File: config.mk
export PLATFORM = sky130hd
export DESIGN_NAME = switcher_fault_seq
export DESIGN_NICKNAME = d
export VERILOG_FILES = /design/src/rtl/sfs_pkg.sv /design/src/rtl/sfs_ov_filter.sv /design/src/rtl/sfs_timer.sv /design/src/rtl/sfs_softstart.sv /design/src/rtl/switcher_fault_seq.sv
export SDC_FILE = /design/constraint.sdc
export NUM_CORES = 1
export LEC_CHECK = 0
export BUFFER_PORTS_ARGS = -buffer_cell sky130_fd_sc_hd__buf_2
export CORE_UTILIZATION = 55
export CTS_CLUSTER_DIAMETER = 50
export DETAILED_ROUTE_END_ITERATION = 6
export PLACE_DENSITY = 0.83
export SYNTH_ARGS = -nofsm -noshare
export SYNTH_HDL_FRONTEND = slang
export SYNTH_HIERARCHICAL = 1
export SYNTH_SLANG_ARGS = --single-unit
File: constraint.sdc
create_clock -name clk_i -period 3 [get_ports clk_i]
set_input_delay 0.15 -clock clk_i [delete_from_list [all_inputs] [get_ports clk_i]]
set_output_delay 0.15 -clock clk_i [all_outputs]
set_load 0.005 [all_outputs]
File: src/rtl/sfs_pkg.sv
package sfs_pkg;
  typedef enum logic [1:0] {
    ST_WAIT    = 2'd0,
    ST_RUN     = 2'd1,
    ST_RECOVER = 2'd2
  } sfs_state_e;
endpackage

File: src/rtl/sfs_ov_filter.sv
module sfs_ov_filter #(
  parameter int N = 80,
  localparam int W = $clog2(N + 1)
) (
  input  logic clk_i,
  input  logic rst_ni,
  input  logic tick_i,
  input  logic ov_i,
  output logic qual_o
);
  logic [W-1:0] cnt_q;

  always_ff @(posedge clk_i or negedge rst_ni) begin
    if (!rst_ni)                           cnt_q <= '0;
    else if (!ov_i)                        cnt_q <= '0;
    else if (tick_i && cnt_q != W'(N))     cnt_q <= cnt_q + 1'b1;
  end

  assign qual_o = (cnt_q == W'(N));
endmodule

File: src/rtl/sfs_timer.sv
module sfs_timer #(
  parameter int W = 16
) (
  input  logic         clk_i,
  input  logic         rst_ni,
  input  logic         clr_i,
  input  logic         inc_i,
  output logic [W-1:0] cnt_o
);
  always_ff @(posedge clk_i or negedge rst_ni) begin
    if (!rst_ni)     cnt_o <= '0;
    else if (clr_i)  cnt_o <= '0;
    else if (inc_i)  cnt_o <= cnt_o + 1'b1;
  end
endmodule

File: src/rtl/sfs_softstart.sv
module sfs_softstart #(
  parameter int CODE_W = 8,
  parameter int STEP   = 39,
  localparam int DIV_W = $clog2(STEP + 1)
) (
  input  logic              clk_i,
  input  logic              rst_ni,
  input  logic              run_i,
  input  logic              tick_i,
  output logic [CODE_W-1:0] code_o
);
  logic [DIV_W-1:0] div_q;

  always_ff @(posedge clk_i or negedge rst_ni) begin
    if (!rst_ni) begin
      div_q  <= '0;
      code_o <= '0;
    end else if (!run_i) begin
      div_q  <= '0;
      code_o <= '0;
    end else if (tick_i && code_o != {CODE_W{1'b1}}) begin
      if (div_q == DIV_W'(STEP - 1)) begin
        div_q  <= '0;
        code_o <= code_o + 1'b1;
      end else begin
        div_q <= div_q + 1'b1;
      end
    end
  end
endmodule

File: src/rtl/switcher_fault_seq.sv
module switcher_fault_seq
  import sfs_pkg::*;
#(
  parameter int MS_TICKS  = 1000,
  parameter int FAULT_MS  = 48,
  parameter int OFF_MS    = 420,
  parameter int SS_MS     = 10,
  parameter int OVF_TICKS = 80,
  parameter int CODE_W    = 8
) (
  input  logic              clk_i,
  input  logic              rst_ni,
  input  logic              tick_i,
  input  logic              rail_start_i,
  input  logic              rail_low_i,
  input  logic              rail_ov_i,
  input  logic              ilim_i,
  input  logic              tsd_i,
  input  logic              bo_i,
  output logic              drive_en_o,
  output logic [CODE_W-1:0] ipk_code_o,
  output logic [1:0]        state_o
);
  localparam int FAULT_TICKS = FAULT_MS * MS_TICKS;
  localparam int OFF_TICKS   = OFF_MS * MS_TICKS;
  localparam int SS_TICKS    = SS_MS * MS_TICKS;
  localparam int CODE_MAX    = (1 << CODE_W) - 1;
  localparam int SS_STEP_RAW = SS_TICKS / CODE_MAX;
  localparam int SS_STEP     = (SS_STEP_RAW < 1) ? 1 : SS_STEP_RAW;
  localparam int TMR_MAX     = (FAULT_TICKS > OFF_TICKS) ? FAULT_TICKS : OFF_TICKS;
  localparam int TMR_W       = $clog2(TMR_MAX + 1);

  sfs_state_e       state_q, state_d;
  logic [TMR_W-1:0] tmr_cnt;
  logic             tmr_clr, tmr_inc;
  logic             ov_qual, hard_stop, fault_done, off_done;

  sfs_ov_filter #(.N(OVF_TICKS)) u_ovf (
    .clk_i  (clk_i),
    .rst_ni (rst_ni),
    .tick_i (tick_i),
    .ov_i   (rail_ov_i),
    .qual_o (ov_qual)
  );

  assign hard_stop  = rail_low_i | tsd_i | bo_i;
  assign fault_done = ilim_i && tick_i && (tmr_cnt == TMR_W'(FAULT_TICKS - 1));
  assign off_done   = tick_i && (tmr_cnt == TMR_W'(OFF_TICKS - 1));

  // priority in run: hard stop, then over-voltage, then overload
  always_comb begin
    state_d = state_q;
    unique case (state_q)
      ST_WAIT:    if (rail_start_i && !hard_stop) state_d = ST_RUN;
      ST_RUN: begin
        if (hard_stop)       state_d = ST_WAIT;
        else if (ov_qual)    state_d = ST_RECOVER;
        else if (fault_done) state_d = ST_RECOVER;
      end
      ST_RECOVER: if (off_done) state_d = ST_WAIT;
      default:    state_d = ST_WAIT;
    endcase
  end

  always_ff @(posedge clk_i or negedge rst_ni) begin
    if (!rst_ni) state_q <= ST_WAIT;
    else         state_q <= state_d;
  end

  // one timer: overload window in run, off period in recovery
  assign tmr_clr = (state_d != state_q) || (state_q == ST_RUN && !ilim_i);
  assign tmr_inc = tick_i && ((state_q == ST_RECOVER) || (state_q == ST_RUN && ilim_i));

  sfs_timer #(.W(TMR_W)) u_tmr (
    .clk_i  (clk_i),
    .rst_ni (rst_ni),
    .clr_i  (tmr_clr),
    .inc_i  (tmr_inc),
    .cnt_o  (tmr_cnt)
  );

  sfs_softstart #(.CODE_W(CODE_W), .STEP(SS_STEP)) u_ss (
    .clk_i  (clk_i),
    .rst_ni (rst_ni),
    .run_i  (state_q == ST_RUN && state_d == ST_RUN),
    .tick_i (tick_i),
    .code_o (ipk_code_o)
  );

  assign drive_en_o = (state_q == ST_RUN);
  assign state_o    = state_q;
endmodule

# ---- Word level (Yosys, flattened, before mapping)
# Cells that the tools add are included.
# Widths: inputs -> output; s select.
dict set report classes {
  addsub 4
  mul 0
  n_div 0
  magnitude_cmp 0
  n_eq_ne 13
  n_shift 0
  n_mux 16
  n_bitwise 2
  reduce_logical 17
}
# op count
set ops {}
lappend ops {{$mux 19} 2}
lappend ops {{$mux 8} 3}
lappend ops {{$add 19x1->19 const B} 1}
lappend ops {{$eq 19x16->1 const B} 1}
lappend ops {{$eq 19x19->1 const B} 1}
lappend ops {{$mux 6} 3}
lappend ops {{$mux 7} 2}
lappend ops {{$logic_and 1x1->1} 10}
lappend ops {{$mux 2} 5}
lappend ops {{$add 8x1->8 const B} 1}
lappend ops {{$ne 8x8->1 const B} 1}
lappend ops {{$add 7x1->7 const B} 1}
lappend ops {{$eq 7x7->1 const B} 1}
lappend ops {{$ne 7x7->1 const B} 1}
lappend ops {{$add 6x1->6 const B} 1}
lappend ops {{$eq 6x6->1 const B} 1}
lappend ops {{$pmux 2 s3} 1}
lappend ops {{$eq 2x1->1 const B} 2}
lappend ops {{$ne 2x2->1 const B} 2}
lappend ops {{$eq 2x2->1 const B} 1}
lappend ops {{$logic_not 1->1} 2}
lappend ops {{$logic_not 2->1} 1}
lappend ops {{$logic_or 1x1->1} 2}
lappend ops {{$ne 2x1->1 const B} 1}
lappend ops {{4 further kinds} 5}
dict set report word_totals {
  ff_bits 42
  latch_bits 0
  ram_bits 0
  rom_bits 0
  word_cells 57
  memories 0
}

# ---- Depth between registers and ports, before layout
# Gate-level depths: netlist of run 1.
dict set report depth {
  depth_word 10
  ltp_mapped 11
}

# ---- Cells and area by module
# Netlist of run 1, hierarchy kept.
# module n_inst cells_each area_per_inst_um2 seq_area_each_um2
set modules_own_cells {}
lappend modules_own_cells {sfs_timer 1 101 979.7 475.5}
lappend modules_own_cells {sfs_softstart 1 85 789.5 350.3}
lappend modules_own_cells {sfs_ov_filter 1 46 442.9 175.2}
lappend modules_own_cells {switcher_fault_seq 1 32 272.8 50.0}

# ---- Worst setup path after synthesis of run 1
# No wires, ideal clock.
dict set report synth_path {
  kind {reg-to-reg}
  start {register u_ovf.cnt_q[2]}
  end {register u_tmr.cnt_o[18]}
  arrival_time_ns 2.515
  required_ns 2.875
  path_slack_ns 0.360
  path_stages_with_launch 10
  synth_period_minus_slack_ns 2.640
  path_cell_list {dfrtp_1 > nor4b_2 > nor2b_1 > nand4b_1 > a21oi_1 > o22ai_1 > o211a_1 > nand2_1 > nor4_1 > mux2_2}
}
dict set report synth_via {
  elab_chain_cells 7
}
# element line_no
set synth_rtl {}
lappend synth_rtl {{start: declaration} sfs_ov_filter.sv:11} ;# logic [W-1:0] cnt_q;
lappend synth_rtl {{start signal: assignment} sfs_ov_filter.sv:16} ;# else if (tick_i && cnt_q != W'(N)) cnt_q <= cnt_q + 1'b1;
lappend synth_rtl {{$eq 7x7->1 (*)} sfs_ov_filter.sv:19} ;# assign qual_o = (cnt_q == W'(N));
lappend synth_rtl {{named net ov_qual} switcher_fault_seq.sv:36} ;# logic ov_qual, hard_stop, fault_done, off_done;
lappend synth_rtl {{$mux 2 (*)} switcher_fault_seq.sv:57} ;# else if (ov_qual) state_d = ST_RECOVER;
lappend synth_rtl {{$mux 2 (*)} switcher_fault_seq.sv:56} ;# if (hard_stop) state_d = ST_WAIT;
lappend synth_rtl {{$pmux 2 s3 (*)} switcher_fault_seq.sv:53} ;# unique case (state_q)
lappend synth_rtl {{$ne 2x2->1 (*)} switcher_fault_seq.sv:71} ;# assign tmr_clr = (state_d != state_q) || (state_q == ST_RUN && !ilim_i);
lappend synth_rtl {{$logic_or 1x1->1 (*)} switcher_fault_seq.sv:71}
lappend synth_rtl {{named net tmr_clr} switcher_fault_seq.sv:35} ;# logic tmr_clr, tmr_inc;
lappend synth_rtl {{$mux 19 / $reduce_bool 2->1 (equally long branches)} --}
lappend synth_rtl {{end signal: assignment} sfs_timer.sv:13} ;# else if (inc_i) cnt_o <= cnt_o + 1'b1;
lappend synth_rtl {{end: declaration} sfs_timer.sv:8} ;# output logic [W-1:0] cnt_o
# Mark *: on every way through the listed nets, which the timed path passes. The rest lies on a longest branch.
# A chain may end at the register's enable or synchronous reset.

# ---- Worst setup path in the final report of run 1
dict set report layout_path {
  start {register u_ovf.cnt_q[2]}
  end {register u_tmr.cnt_o[17]}
}
# Same word-level chain as after synthesis.

==> results of run 1 <==
## kinds of logic (layout without fill, tap and decap cells)
| logic type | after synthesis | after routing | share of synthesized area [%] |
|---|---|---|---|
| AND/OR/NAND/NOR | 125 | 125 | 30.8 |
| AO/OA/AOI/OAI | 55 | 55 | 14.0 |
| flip-flops | 42 | 42 | 42.3 |
| buffers and inverters | 18 | 41 | 3.27 |
| XOR/XNOR | 14 | 14 | 4.93 |
| adder cells (fa/ha/maj) | 6 | 6 | 3.02 |
| multiplexers | 4 | 4 | 1.71 |
## cell usage after synthesis (3+ instances only)
master,n,area share [%]
nand2_1,21,3.2
nand3_1,11,2.2
o21ai_0,9,1.8
nand4b_1,7,2.5
or3_1,6,1.5
nor2_1,21,3.2
and4_1,3,1.1
dfrtp_1,42,42
xnor2_1,8,2.8
o31ai_1,6,1.8
and3_1,4,1.0
clkbuf_1,5,0.76
or4_1,8,2.4
nor3_1,3,0.60
inv_1,9,1.4
nand4_1,15,3.8
xor2_1,6,2.1
nor4_1,5,1.3
ha_1,6,3.0
a21oi_1,21,4.2
## worst register-to-register path, stage by stage (launching register included)
cell	delay [ns]
dfrtp_1	0.43
nor4b_2	0.45
nor2b_1	0.21
nand4b_1	0.12
a21oi_1	0.05
o22ai_1	0.24
buf_4	0.30
nor2_1	0.12
nor3_1	0.19
buf_4	0.17
a211oi_1	0.07
a31o_2	0.22
## stage by stage
step,hold WS [ns],area (um^2),setup slack [ns],instances,power [mW]
2_1_floorplan,-0.146,2480,0.360,264,0.831
3_3_place_gp,0.339,2640,0.465,331,0.887
3_5_place_dp,0.338,2640,0.326,331,0.899
4_1_cts,0.0224,2730,0.340,339,1.27
5_1_grt,0.0523,2730,0.0328,339,1.33
6_report,-0.00680,2730,0.322,339,1.26
## final cells by class
type                            instances  area, um^2
Fill cell                             354        1630
Multi-Input combinational cell        204        1350
Sequential cell                        42        1050
Timing Repair Buffer                   24         133
Clock buffer                            7        86.3
Tap cell                               52        65.1
Inverter                                9        33.8
Clock inverter                          1        5.00
## power by group through the flow
stage	logic [mW]	registers (mW)	clock network, mW
floorplan	0.134	0.697	0
global placement	0.171	0.716	0
detailed placement	0.179	0.720	0
CTS	0.179	0.709	0.383
global route	0.206	0.724	0.403
finish	0.180	0.712	0.369
## worst min-delay path by stage
stage,to,slack [ns],cells past startpoint
2_1_floorplan,state_o[0],-0.15,0
3_3_place_gp,u_ss/code_o[7],0.34,1
3_5_place_dp,u_ss/code_o[7],0.34,1
4_1_cts,u_ss/code_o[1],0.02,1
5_1_grt,u_ss/code_o[1],0.05,1
6_report,u_ss/code_o[6],-0.007,1
## placed cells by master (no fill, tap or decap), types with 3 or more instances in the layout
cell      Yosys  final
xnor2_1       8      8
nand2_1      21     21
or4_1         8      8
nand4b_1      7      7
or3_1         6      6
and3_1        4      4
ha_1          6      6
nand4_1      15     15
xor2_1        6      6
buf_2         2     19
nor4_1        5      5
nand3_1      11     11
clkbuf_8      0      6
inv_1         9      9
dfrtp_1      42     42
nor3_1        3      3
and4_1        3      3
nor2_1       21     21
o31ai_1       6      6
a21oi_1      21     21
o21ai_0       9      9
buf_4         1      5
## layer usage
metal | wire length [um] | track usage [%]
met1 | 2480 | 33.4
met2 | 2420 | 34.7
met3 | 278 | 4.65
met4 | 17 | 5.90
met5 | 0 | 0
## state kept, by name (all words and copies together) (netlist names)
register     flops
state_o          2
u_ss/div_q       6
u_tmr/cnt_o     19
u_ss/code_o      8
u_ovf/cnt_q      7
==> summary.md, run 1 <==
| Metric | Value |
|---|---|
| Largest net degree at the start of global routing | 43 |
| LEAKAGE | 1.11 nW |
| IO Port Bufs | 19 |
| Routed Antenna Nets | 0 |
| Core area | 4350 um^2 |
| Full die area | 4790 um^2 |
| Clock share of power | 29.3% |
| Seq pwr share | 56.5% |
| CP Launch Type | flop |
| Cell Chain, Critical Path | nor4b_2, nor2b_1, nand4b_1, a21oi_1, o22ai_1, buf_4, nor2_1, nor3_1, buf_4, a211oi_1, a31o_2 |
| Via density | 6.27 |
| Layout Utilization | 62.6% |
| # Post-CTS Setup Buffers | 0 |
| First-pass GRT wire length | 8940 um |
| Seq cells post-synth | 42 |
| Sw Ratio | 30.1% |
| Final setup viols | 0 |
| Setup TNS | 0 ns |
| WP buf/inv | 2 |
| Yosys cell types | 56 |
| DP Wirelength | 3690 um |
| RSZ-0062 raised after global routing | no |
| I/O pin count | 20 |
| Total number of vias | about 2100 |
| Failing checks | hold timing |
| Crit-path max cell delay | 0.45 ns |
| Syn nets | between 200 and 300 |
| Cts hold-fix bufs | 0 |
| Final hold slack | -0.00680 ns |
| Worst R2R Start | u_ovf/cnt_q[2] |
| CTS H-tree depth | 2 |
| Critical Path Start | u_ovf/cnt_q[2] |
| Net count, final | about 300 |
| Ys Warns | 6 |
| CTS tree | done |
| Max-cap violations | 0 |
| GP Congestion | about 0.9 |
| Asr flop ratio synth | between 90% and 100% |
| Resize count post-CTS | 0 |
| Final critical-path share of the clock period | 89.3% |
| Minimum clock period | about 2.7 ns |
| Total grt overflow | 0 |
| Die Height | 69.2 um |
| Hold Crit Class | input pin to async pin |
| Via count of the first global-routing pass | approximately 2000 |
| Req. time, crit path | 3.18 ns |
| Crit-path most repeated cell | buf_4 |
| Main flop type after synthesis | dfrtp_1 |
| Status | finished with violations |
| Post-Syn Area per Cell | approximately 9.4 um^2 |
| Wire per inst | 15.3 um |
| Final hold violations | 5 |
| Sequential fraction of the synthesis area | 42.3% |
| Fraction of layout cells with a size suffix above 1 | 16.0% |
| CP endpoint | u_tmr/cnt_o[17] |
| Core Rows | 24 |
| Clock buffer count from CTS | 5 |
| Diodes inserted | 0 |
| Max rail drop VDD | about 190 uV |
| Reg clk slew, reported paths | 0.08 ns |
| Initial DRC count | approximately 240 |
| Max clock buf depth | 2 |
| Setup crit end kind | flop |
| Clk Latency, worst-skew pair | 0.29 ns |
| Crit path max fanout | 23 |
| Initial antenna violation count | 0 |
| Worst path depth | 11 |
| Final Skew | 0.00383 ns |
| Area growth syn-to-layout | 9.72% |
| Cell internal pwr | 0.881 mW |
| Max_slew headroom | between 30% and 40% |
| Worst EP arrival | roughly 2.9 ns |
| DRC viols | 0 |
| Die Wd | 69.2 um |
| Post-synth EDFFs | 0 |
| Total Routing Usage GR | 22.8% |
| Comb power frac | 14.3% |
| Final wirelength | between 5000 and 6000 um |
| R2R setup slack | 0.32 ns |
| Syn Inst Count | 264 |
| Drt pass-1 iters | 4 |
| Final Max Slew Viols | 0 |
| P_sw | 0.380 mW |
| Synthesized cell area | 2480 um^2 |
| Slew @ Worst Pin | 0.926 ns |
| Reg2reg path depth | 11 |
| Setup CP Type | flop to flop |
| Root buffer cell | clkbuf_8 |
| Max frequency | 373 MHz |
| Clock sink count | 42 |
| Initial Util | 57.1% |
| Slowest CP cell | nor4b_2 |
| Power per cell area | around 460 nW/um^2 |
| Crit path max-delay family | simple AND/OR/NAND/NOR gates |
| R2R Path End | u_tmr/cnt_o[17] |
Power figures use the tool's default switching activity.
==> run 2: changes to the inputs <==
- ABC_CLOCK_PERIOD_IN_PS: unset -> 3000
- BUFFER_PORTS_ARGS: -buffer_cell sky130_fd_sc_hd__buf_2 -> -buffer_cell sky130_fd_sc_hd__clkbuf_2
- CORE_UTILIZATION: 55 -> 60
- PLACE_DENSITY: 0.83 -> 0.89
==> run 2 against run 1 <==
  * The flow now finishes without violations
  * Register-to-register slack got worse by 0.18 ns
  * Critical path depth decreased by 2
  * Global-route usage increased by 7.6 points
  * Final area increased by 0.37%
  * First-iteration DRC count increased by 67%
  * Worst setup slack got worse by 0.18 ns
  * Non-clock buffer count increased by 1
  * Clock power about the same
  * Die area decreased by 8.1%
  * Cell count decreased by 0.29%
  * Power increased by 0.71%
  * Critical path type unchanged
  * Largest cell class unchanged
  * Largest power group unchanged
==> summary.md, run 2 (same netlist as run 1, synthesis figures left out) <==
| Metric | Value |
|---|---|
| Initial DRC count | just over 400 |
| Via count of the first global-routing pass | between 2000 and 2500 |
| GP Congestion | 0.889 |
| Wire per inst | roughly 18 um |
| Via density | 6.84 |
| Design area | 2740 um^2 |
| Diodes inserted | 0 |
| Final critical-path share of the clock period | 95.1% |
| P_sw | 0.388 mW |
| # fillers | 305 |
| CTS H-tree depth | 2 |
| DP Wirelength | 4270 um |
| Status | finished, final reports clean |
| Clock sink count | 42 |
| Root buffer cell | clkbuf_8 |
| Initial antenna violation count | 0 |
| Fraction of layout cells with a size suffix above 1 | 16.7% |
| Seq pwr share | 56.1% |
| Max clock buf depth | 2 |
| Max_slew headroom | between 30% and 40% |
| Crit path max fanout | 5 |
| Final Max Slew Viols | 0 |
| Reg clk slew, reported paths | about 0.08 ns |
| Top Registers | u_tmr/cnt_o x19, u_ss/code_o x8, u_ovf/cnt_q x7 |
| Power per cell area | 464 nW/um^2 |
| # Post-CTS Setup Buffers | 0 |
| DRC viols | 0 |
| Hold Crit Class | input pin to async pin |
| Initial Util | 62.1% |
| Final Skew | around 0.010 ns |
| I/O pin count | 20 |
| CTS tree | done |
| Max-cap violations | 0 |
| Clock buffer count from CTS | 5 |
| Reg2reg path depth | 9 |
| Final setup viols | 0 |
| Clk Latency, worst-skew pair | 0.30 ns |
| Max frequency | 350 MHz |
| Setup crit end kind | flop |
| Total number of vias | 2311 |
| Setup CP Type | flop to flop |
| Core Rows | 23 |
| Cell internal pwr | 0.883 mW |
| Commonest cells after routing, fill and taps aside | dfrtp_1 (42), nor2_1 (21), nand2_1 (21), a21oi_1 (21), clkbuf_2 (19) |
| Core area | 4000 um^2 |
| R2R Path End | u_tmr/cnt_o[18] |
| Final hold violations | 0 |
| Clock share of power | 29.3% |
| Minimum clock period | 2.85 ns |
| RSZ-0062 raised after global routing | no |
| Routed Antenna Nets | 0 |
| Biggest register | u_tmr/cnt_o |
| Setup TNS | 0 ns |
| Die Height | 66.4 um |
| Drt pass-1 iters | 5 |
| Area growth syn-to-layout | 10.1% |
| Total Routing Usage GR | 30.5% |
| Max rail drop VDD | 330 uV |
| Max FFs per register | 19 |
| Total grt overflow | 0 |
| First-pass GRT wire length | 9900 um |
| Die Wd | 66.4 um |
| R2R setup slack | roughly 0.15 ns |
| CP Launch Type | flop |
| Worst R2R Start | u_ovf/cnt_q[2] |
| Comb power frac | between 10 and 15% |
| Req. time, crit path | 3.19 ns |
| Largest net degree at the start of global routing | 43 |
| Sw Ratio | 30.5% |
| Slew @ Worst Pin | 1.04 ns |
| Worst EP arrival | 3.04 ns |
| Full die area | ~4400 um^2 |
| Final wirelength | 6110 um |
| Net count, final | 302 |
| Most common cell after layout, fill and taps aside | dfrtp_1 |
| Placed Area | 2640 um^2 |
| Post-Place Cells | 330 |
| IO Port Bufs | 19 |
| Post-Layout Cell Count | 338 |
| LEAKAGE | 1.11 nW |
## run 2: worst max-delay path by stage
stage	startpoint	to	slack [ns]	cells after the start
detailed placement	u_ovf/cnt_q[2]	u_tmr/cnt_o[17]	0.12	9
finish	u_ovf/cnt_q[2]	u_tmr/cnt_o[18]	0.15	9
floorplan	u_ovf/cnt_q[2]	u_tmr/cnt_o[18]	0.36	9
global route	u_ovf/cnt_q[2]	u_tmr/cnt_o[17]	0.03	9
global placement	u_ovf/cnt_q[2]	u_tmr/cnt_o[18]	0.39	9
CTS	u_ovf/cnt_q[2]	u_tmr/cnt_o[17]	0.1	9
## run 2: per-stage QoR
step / power, mW / setup WS (ns) / hold WS [ns] / utilization (%)
5_1_grt: 1.34 / 0.0278 / 0.110 / 68.4
3_3_place_gp: 0.885 / 0.393 / 0.364 / 66.0
4_1_cts: 1.27 / 0.0995 / 0.0596 / 68.3
6_report: 1.27 / 0.146 / 0.0222 / 68.4
3_5_place_dp: 0.898 / 0.119 / 0.378 / 66.0
2_1_floorplan: 0.831 / 0.360 / -0.146 / -
## run 2: repair_timing
action | in CTS | in global routing
resized for setup | 0 | 1
setup endpoints to repair | 0 | 2
hold buffers | 0 | 0
## run 2: layout make-up
class	instances	area, um^2	share of cell area (%)
Clock buffer	7	86.3	3.16
Clock inverter	1	5.00	0.183
Inverter	9	33.8	1.23
Multi-Input combinational cell	204	1360	49.6
Sequential cell	42	1050	38.4
Tap cell	50	62.6	2.29
Timing Repair Buffer	25	140	5.12
## run 2: per-layer routing
metal,vias up,track usage [%],part of all wire [%]
met5,-,0,0
met4,0,13.6,3.6
met3,39,9.14,9.0
met2,153,46.7,48
met1,1089,39.4,39
li1,1030,-,-
## run 2: power groups by stage
stage,combinational (mW),clock (mW),sequential (mW)
floorplan,0.134,0,0.697
global placement,0.171,0,0.715
detailed placement,0.178,0,0.720
CTS,0.181,0.376,0.708
global route,0.208,0.405,0.724
finish,0.185,0.372,0.713
## run 2: critical path, cell delays in order (launching register included)
cell and delay, ns:
dfrtp_1 0.43, nor4b_2 0.42, nor2b_1 0.23, nand4b_1 0.13, a21oi_1 0.05, o22ai_1 0.32, o211a_1 0.31, nand2_1 0.14
nor4_1 0.36, mux2_2 0.37
